<file path="src/rtl/rwm_pkg.sv">
package rwm_pkg;
  typedef enum logic {
    POL_MAX = 1'b0,
    POL_MIN = 1'b1
  } polarity_e;
endpackage

</file>
<file path="src/rtl/rwm_timer.sv">
module rwm_timer #(
  parameter int unsigned TIME_W = 8
) (
  input  logic              clk,
  input  logic              rst,
  input  logic              launch,
  input  logic [TIME_W-1:0] first_i,
  input  logic [TIME_W-1:0] last_i,
  output logic [TIME_W-1:0] tick_o,
  output logic              qual_o,
  output logic              done_o
);
  localparam logic [TIME_W-1:0] T_MAX = '1;

  logic active;
  logic at_end;

  assign at_end = (tick_o == last_i) || (tick_o == T_MAX);

  always_ff @(posedge clk) begin
    if (rst) begin
      tick_o <= '0;
      active <= 1'b0;
      done_o <= 1'b0;
    end else if (launch) begin
      tick_o <= '0;
      active <= 1'b1;
      done_o <= 1'b0;
    end else if (active) begin
      if (at_end) begin
        active <= 1'b0;
        done_o <= 1'b1;
      end else begin
        tick_o <= tick_o + 1'b1;
      end
    end
  end

  assign qual_o = active && (tick_o >= first_i) && (tick_o <= last_i);

  assert_launch_restart_R2: assert property (@(posedge clk) disable iff (rst)
    launch |=> (active && tick_o == '0 && !done_o));

  assert_done_idle_R7: assert property (@(posedge clk) disable iff (rst)
    done_o |-> !active);

  assert_done_holds_R7: assert property (@(posedge clk) disable iff (rst)
    (done_o && !launch) |=> done_o);
endmodule

</file>
<file path="src/rtl/rwm_extreme.sv">
module rwm_extreme #(
  parameter int unsigned SAMPLE_W = 10,
  parameter int unsigned TIME_W   = 8
) (
  input  logic                       clk,
  input  logic                       rst,
  input  logic                       clear,
  input  logic                       qual,
  input  rwm_pkg::polarity_e         pol,
  input  logic signed [SAMPLE_W-1:0] sample,
  input  logic        [TIME_W-1:0]   tick,
  output logic                       found,
  output logic signed [SAMPLE_W-1:0] val,
  output logic        [TIME_W-1:0]   at
);
  logic better;

  always_comb begin
    if (pol == rwm_pkg::POL_MIN) better = (sample < val);
    else                         better = (sample > val);
  end

  always_ff @(posedge clk) begin
    if (rst) begin
      found <= 1'b0;
      val   <= '0;
      at    <= '0;
    end else if (clear) begin
      found <= 1'b0;
      val   <= '0;
      at    <= '0;
    end else if (qual && (!found || better)) begin
      found <= 1'b1;
      val   <= sample;
      at    <= tick;
    end
  end

  assert_found_sticky_R4: assert property (@(posedge clk) disable iff (rst)
    (found && !clear) |=> found);

  assert_max_rises_R4: assert property (@(posedge clk) disable iff (rst)
    (found && !clear && pol == rwm_pkg::POL_MAX) |=> (val >= $past(val)));

  assert_min_falls_R5: assert property (@(posedge clk) disable iff (rst)
    (found && !clear && pol == rwm_pkg::POL_MIN) |=> (val <= $past(val)));
endmodule

</file>
<file path="src/rtl/rwm_threshold.sv">
module rwm_threshold #(
  parameter int unsigned SAMPLE_W = 10,
  parameter int unsigned TIME_W   = 8
) (
  input  logic                       clk,
  input  logic                       rst,
  input  logic                       clear,
  input  logic                       qual,
  input  rwm_pkg::polarity_e         pol,
  input  logic signed [SAMPLE_W-1:0] limit,
  input  logic signed [SAMPLE_W-1:0] sample,
  input  logic        [TIME_W-1:0]   tick,
  output logic                       found,
  output logic signed [SAMPLE_W-1:0] val,
  output logic        [TIME_W-1:0]   at
);
  logic crossed;

  always_comb begin
    if (pol == rwm_pkg::POL_MIN) crossed = (sample <= limit);
    else                         crossed = (sample >= limit);
  end

  always_ff @(posedge clk) begin
    if (rst) begin
      found <= 1'b0;
      val   <= '0;
      at    <= '0;
    end else if (clear) begin
      found <= 1'b0;
      val   <= '0;
      at    <= '0;
    end else if (qual && !found && crossed) begin
      found <= 1'b1;
      val   <= sample;
      at    <= tick;
    end
  end

  assert_first_cross_kept_R6: assert property (@(posedge clk) disable iff (rst)
    (found && !clear) |=> (found && $stable(val) && $stable(at)));
endmodule

</file>
<file path="src/rtl/refl_window_monitor.sv">
module refl_window_monitor #(
  parameter int unsigned SAMPLE_W = 10,
  parameter int unsigned TIME_W   = 8
) (
  input  logic                       clk,
  input  logic                       rst,
  input  logic                       launch,
  input  logic                       pair_sel,
  input  logic                       min_mode,
  input  logic        [TIME_W-1:0]   win_first,
  input  logic        [TIME_W-1:0]   win_last,
  input  logic signed [SAMPLE_W-1:0] thresh,
  input  logic signed [SAMPLE_W-1:0] adc_tx,
  input  logic signed [SAMPLE_W-1:0] adc_rx,
  output logic                       done,
  output logic                       peak_found,
  output logic signed [SAMPLE_W-1:0] peak_val,
  output logic        [TIME_W-1:0]   peak_time,
  output logic                       thr_found,
  output logic signed [SAMPLE_W-1:0] thr_val,
  output logic        [TIME_W-1:0]   thr_time
);
  import rwm_pkg::*;

  // Run configuration, captured once per launch.
  logic                       cfg_pair;
  polarity_e                  cfg_pol;
  logic        [TIME_W-1:0]   cfg_first;
  logic        [TIME_W-1:0]   cfg_last;
  logic signed [SAMPLE_W-1:0] cfg_thr;

  always_ff @(posedge clk) begin
    if (rst) begin
      cfg_pair  <= 1'b0;
      cfg_pol   <= POL_MAX;
      cfg_first <= '0;
      cfg_last  <= '1;
      cfg_thr   <= '0;
    end else if (launch) begin
      cfg_pair  <= pair_sel;
      cfg_pol   <= polarity_e'(min_mode);
      cfg_first <= win_first;
      cfg_last  <= win_last;
      cfg_thr   <= thresh;
    end
  end

  logic signed [SAMPLE_W-1:0] sample;
  logic        [TIME_W-1:0]   tick;
  logic                       qual;

  assign sample = cfg_pair ? adc_rx : adc_tx;

  rwm_timer #(.TIME_W(TIME_W)) u_timer (
    .clk     (clk),
    .rst     (rst),
    .launch  (launch),
    .first_i (cfg_first),
    .last_i  (cfg_last),
    .tick_o  (tick),
    .qual_o  (qual),
    .done_o  (done)
  );

  rwm_extreme #(.SAMPLE_W(SAMPLE_W), .TIME_W(TIME_W)) u_peak (
    .clk    (clk),
    .rst    (rst),
    .clear  (launch),
    .qual   (qual),
    .pol    (cfg_pol),
    .sample (sample),
    .tick   (tick),
    .found  (peak_found),
    .val    (peak_val),
    .at     (peak_time)
  );

  rwm_threshold #(.SAMPLE_W(SAMPLE_W), .TIME_W(TIME_W)) u_thr (
    .clk    (clk),
    .rst    (rst),
    .clear  (launch),
    .qual   (qual),
    .pol    (cfg_pol),
    .limit  (cfg_thr),
    .sample (sample),
    .tick   (tick),
    .found  (thr_found),
    .val    (thr_val),
    .at     (thr_time)
  );

  assert_outside_window_quiet_R3: assert property (@(posedge clk) disable iff (rst)
    (!launch && !qual) |=> ($stable(peak_val) && $stable(peak_time) &&
                            $stable(thr_val) && $stable(thr_time)));

  assert_empty_window_R8: assert property (@(posedge clk) disable iff (rst)
    (cfg_first > cfg_last && !launch) |=> ($stable(peak_found) && $stable(thr_found)));

  assert_results_frozen_R7: assert property (@(posedge clk) disable iff (rst)
    (done && !launch) |=> ($stable(peak_val) && $stable(peak_time) && $stable(thr_time)));
endmodule

</file>
<file path="config.mk">
export PLATFORM = sky130hd
export DESIGN_NAME = refl_window_monitor
export DESIGN_NICKNAME = d
export VERILOG_FILES = /design/src/rtl/rwm_pkg.sv /design/src/rtl/rwm_timer.sv /design/src/rtl/rwm_extreme.sv /design/src/rtl/rwm_threshold.sv /design/src/rtl/refl_window_monitor.sv
export SDC_FILE = /design/constraint.sdc
export NUM_CORES = 1
export LEC_CHECK = 0
export BUFFER_PORTS_ARGS = -buffer_cell sky130_fd_sc_hd__buf_2
export CAP_MARGIN = 20
export CORE_MARGIN = 3
export CORE_UTILIZATION = 45
export DETAILED_ROUTE_END_ITERATION = 8
export GPL_TIMING_DRIVEN = 0
export PLACE_DENSITY_LB_ADDON = 0.08
export SYNTH_ARGS = -nofsm -noshare
export SYNTH_HDL_FRONTEND = slang
export SYNTH_SLANG_ARGS = --single-unit
</file>
<file path="constraint.sdc">
create_clock -name clk -period 4.1 [get_ports clk]
set_input_delay 0.82 -clock clk [delete_from_list [all_inputs] [get_ports clk]]
set_output_delay 0.82 -clock clk [all_outputs]
set_load 0.1 [all_outputs]
</file>
==> metrics.cfg <==
[outcome]
status = completed

[logic_synthesis]
synthSimpleGateAreaFrac_pct = 17.1
ys_ff_latch = 76
synth_flop_cell = dfxtp_1
avgSynthCellArea_um2 = 9.08
synth_top_family_by_area = multiplexers
synthCells = 434
ys_seq_area_share_pct = 38.6
async_flop_share_pct = 0
muxShareOfSynthArea_pct = 17.3
netlist_area_um2 = 3940
ys_warn_count = 0
synthAdderAreaFrac_pct = 11.7
synth-xor-area-share_pct = 1.78
ys_types = 44
synth-compound-area-share_pct = 7.18
synth-edff-count = 0
synth_nets = 522

[critical_path]
r2r_end = u_peak.at[4]$_SDFFE_PP0P_
critical_path_class = flop to flop
crit_path_start = cfg_pair$_SDFFE_PP0P_
rrSetupSlack_ns = 0.62
cp_max_fo = 10
crit_path_start_kind = flop
worstPathArrival_ns = 3.77
r2r_start = cfg_pair$_SDFFE_PP0P_
r2r_cells = 10
crit_required_ns = 4.39
end_kind = flop

[pwr]
p_sw_mw = 0.500
vdd_drop_max_mv = 0.170
pwr-share-seq_pct = 48.2
switching_share_pct = 31.1
intPower_mw = 1.11
p_comb_share_pct = 18.4
p_leak_nw = 2.21
p_total_mw = 1.61
p_per_area_nw_per_um2 = 342
clkPwrFrac_pct = 33.4

[place]
portBuffers = 88
post_dp_cell_area_um2 = 4510
dp_cells = 627
hpwl_mm = 7.19
routabilityCongestion = 0.845

[detailed_routing]
via_per_inst = 5.06
wirelength_mm = 8.98
vias = 3254
avgRoutedWirePerCell_um = 14.0
drt_iter0_drc = 66
dr.pass1.iters = 4
drtAntennaViolNets = 0
drc = 0

[min_path]
min_to = u_peak.at[7]$_SDFFE_PP0P_
hold_class = flop to flop
hp-start = u_peak.at[7]$_SDFFE_PP0P_
holdPathStages = 2

[cts]
postCtsHoldBufs = 0
clock-sinks = 76
root_buffer = clkbuf_8
path_clk_slew_ns = 0.09
cts_tree = done
post_cts_resized = 0
clk_latency_ns = 0.36
clockBufferDepth = 2
htreeDepth = 3
numCtsBuffers = 9
post_cts_buffers = 0

[cells_and_area]
final_common_cell = buf_2
utilization_pct = 56.3
syn_to_final_growth_pct = 19.1
multi_input_area_um2 = 2170
final_cell_area_um2 = 4690
final-seq-area_um2 = 1520
nets = 621
stdcell_count = 643
layout_common_cells = 88 x buf_2, 76 x dfxtp_1, 72 x nand2_1
drive_above_1_share_pct = 22.3
n_fill_cell = 812
n_antenna_cell = 0

[grt]
gr-total-overflow = 0
grt_pass1_wl_mm = 14.8
first_global_vias = 3106
antenna_found_initial = 0
gr-usage-all-layers_pct = 18.7
grt_max_degree = 16

[sta]
period_share_pct = 84.9
hold_viol = 0
worstMarginPinSlew_ns = 0.673
fin_skew_ns = 0.0136
slew_violations = 0
setup_viol = 0
relSlewSlack_pct = 55.2
min_period_ns = 3.48
rsz0062_at_grt = no
fin_tns_setup_ns = 0
maxClockFrequency_ghz = 0.287

[floorplan]
std_cell_rows = 33
die-area_um2 = 9910
ioPinCount = 90
die_height_um = 99.6
coreArea_um2 = 8340
die_w_um = 99.6
start_util_pct = 47.2

[job]
cap_violations = 0

-- cell usage after synthesis, types with 3 or more instances --
library cell   n  area (µm²)
nor2_1        38         143
o211ai_1       8        60.1
mux2i_1       58         581
nand2_1       72         270
o21ai_0        5        25.0
mux2_2         9         101
nand3_1        3        15.0
o2111ai_1      3        26.3
xnor2_1        6        52.6
a21oi_1       12        60.1
nor2b_1        4        25.0
nand4_1        7        43.8
dfxtp_1       76        1520
clkbuf_1      14        52.6
inv_1         39         146
ha_1          37         463
nor3_1         7        35.0
-- layer usage --
metal / up-vias / GRT usage, % / wire, µm
met3: 16 / 4.91 / 495
met2: 76 / 28.7 / 3930
met4: 0 / 5.46 / 139
met5: - / 0 / 0
met1: 1479 / 25.9 / 4420
li1: 1683 / - / -
-- sequential cells by signal, summed over array words and instances (netlist names) --
register / flops
u_timer.done_o: 1
cfg_pair: 1
u_peak.at: 8
cfg_last: 8
u_timer.active: 1
u_thr.at: 8
u_peak.found: 1
cfg_first: 8
u_peak.val: 10
cfg_thr: 10
u_timer.tick_o: 8
cfg_pol: 1
u_thr.val: 10
u_thr.found: 1
-- worst max path at each step --
stage,endpoint,cells after the start,slack [ns]
4_1_cts,u_peak.at[0]$_SDFFE_PP0P_,10,0.61
3_5_place_dp,u_peak.at[3]$_SDFFE_PP0P_,10,0.60
6_report,u_peak.at[4]$_SDFFE_PP0P_,10,0.62
3_3_place_gp,u_peak.val[7]$_SDFFE_PP0P_,10,0.63
2_1_floorplan,u_thr.at[0]$_SDFFE_PP0P_,10,0.93
5_1_grt,u_peak.at[1]$_SDFFE_PP0P_,10,0.37
-- critical path, stage by stage, from the launching register on --
cell	delay [ns]
dfxtp_1	0.36
clkbuf_1	0.41
mux2_2	0.44
ha_1	0.30
a21oi_1	0.16
nor2_1	0.05
or4_1	0.51
or4_1	0.55
nand3_2	0.22
buf_6	0.21
mux2i_1	0.19
-- power groups by stage --
stage | logic [mW] | registers [mW] | clock network, mW
4_1_cts | 0.298 | 0.775 | 0.551
5_1_grt | 0.329 | 0.778 | 0.584
3_5_place_dp | 0.297 | 0.793 | 0
2_1_floorplan | 0.180 | 0.832 | 0
6_report | 0.296 | 0.775 | 0.536
3_3_place_gp | 0.292 | 0.792 | 0
-- metrics by stage --
step	hold WS (ns)	worst slack, ns
finish	0.457	0.618
global route	0.464	0.369
CTS	0.459	0.614
detailed placement	0.444	0.596
global placement	0.439	0.632
floorplan	0.449	0.929
-- area by class of cell --
class                           count  area share (%)
Inverter                           39            3.12
Buffer                             19            2.19
Tap cell                          105            2.80
Clock buffer                        9            2.64
Multi-Input combinational cell    300            46.2
Clock inverter                      7            1.25
Sequential cell                    76            32.4
Timing Repair Buffer               88            9.38
-- kinds of logic (layout without fill, tap and decap cells) --
group,after synthesis,after routing
simple gates,147,147
compound gates,41,41
fa+ha+maj,37,37
xor+xnor,8,8
mux,67,67
buf+inv,58,162
flops,76,76
Note: power is estimated with default switching activity, not from simulation.
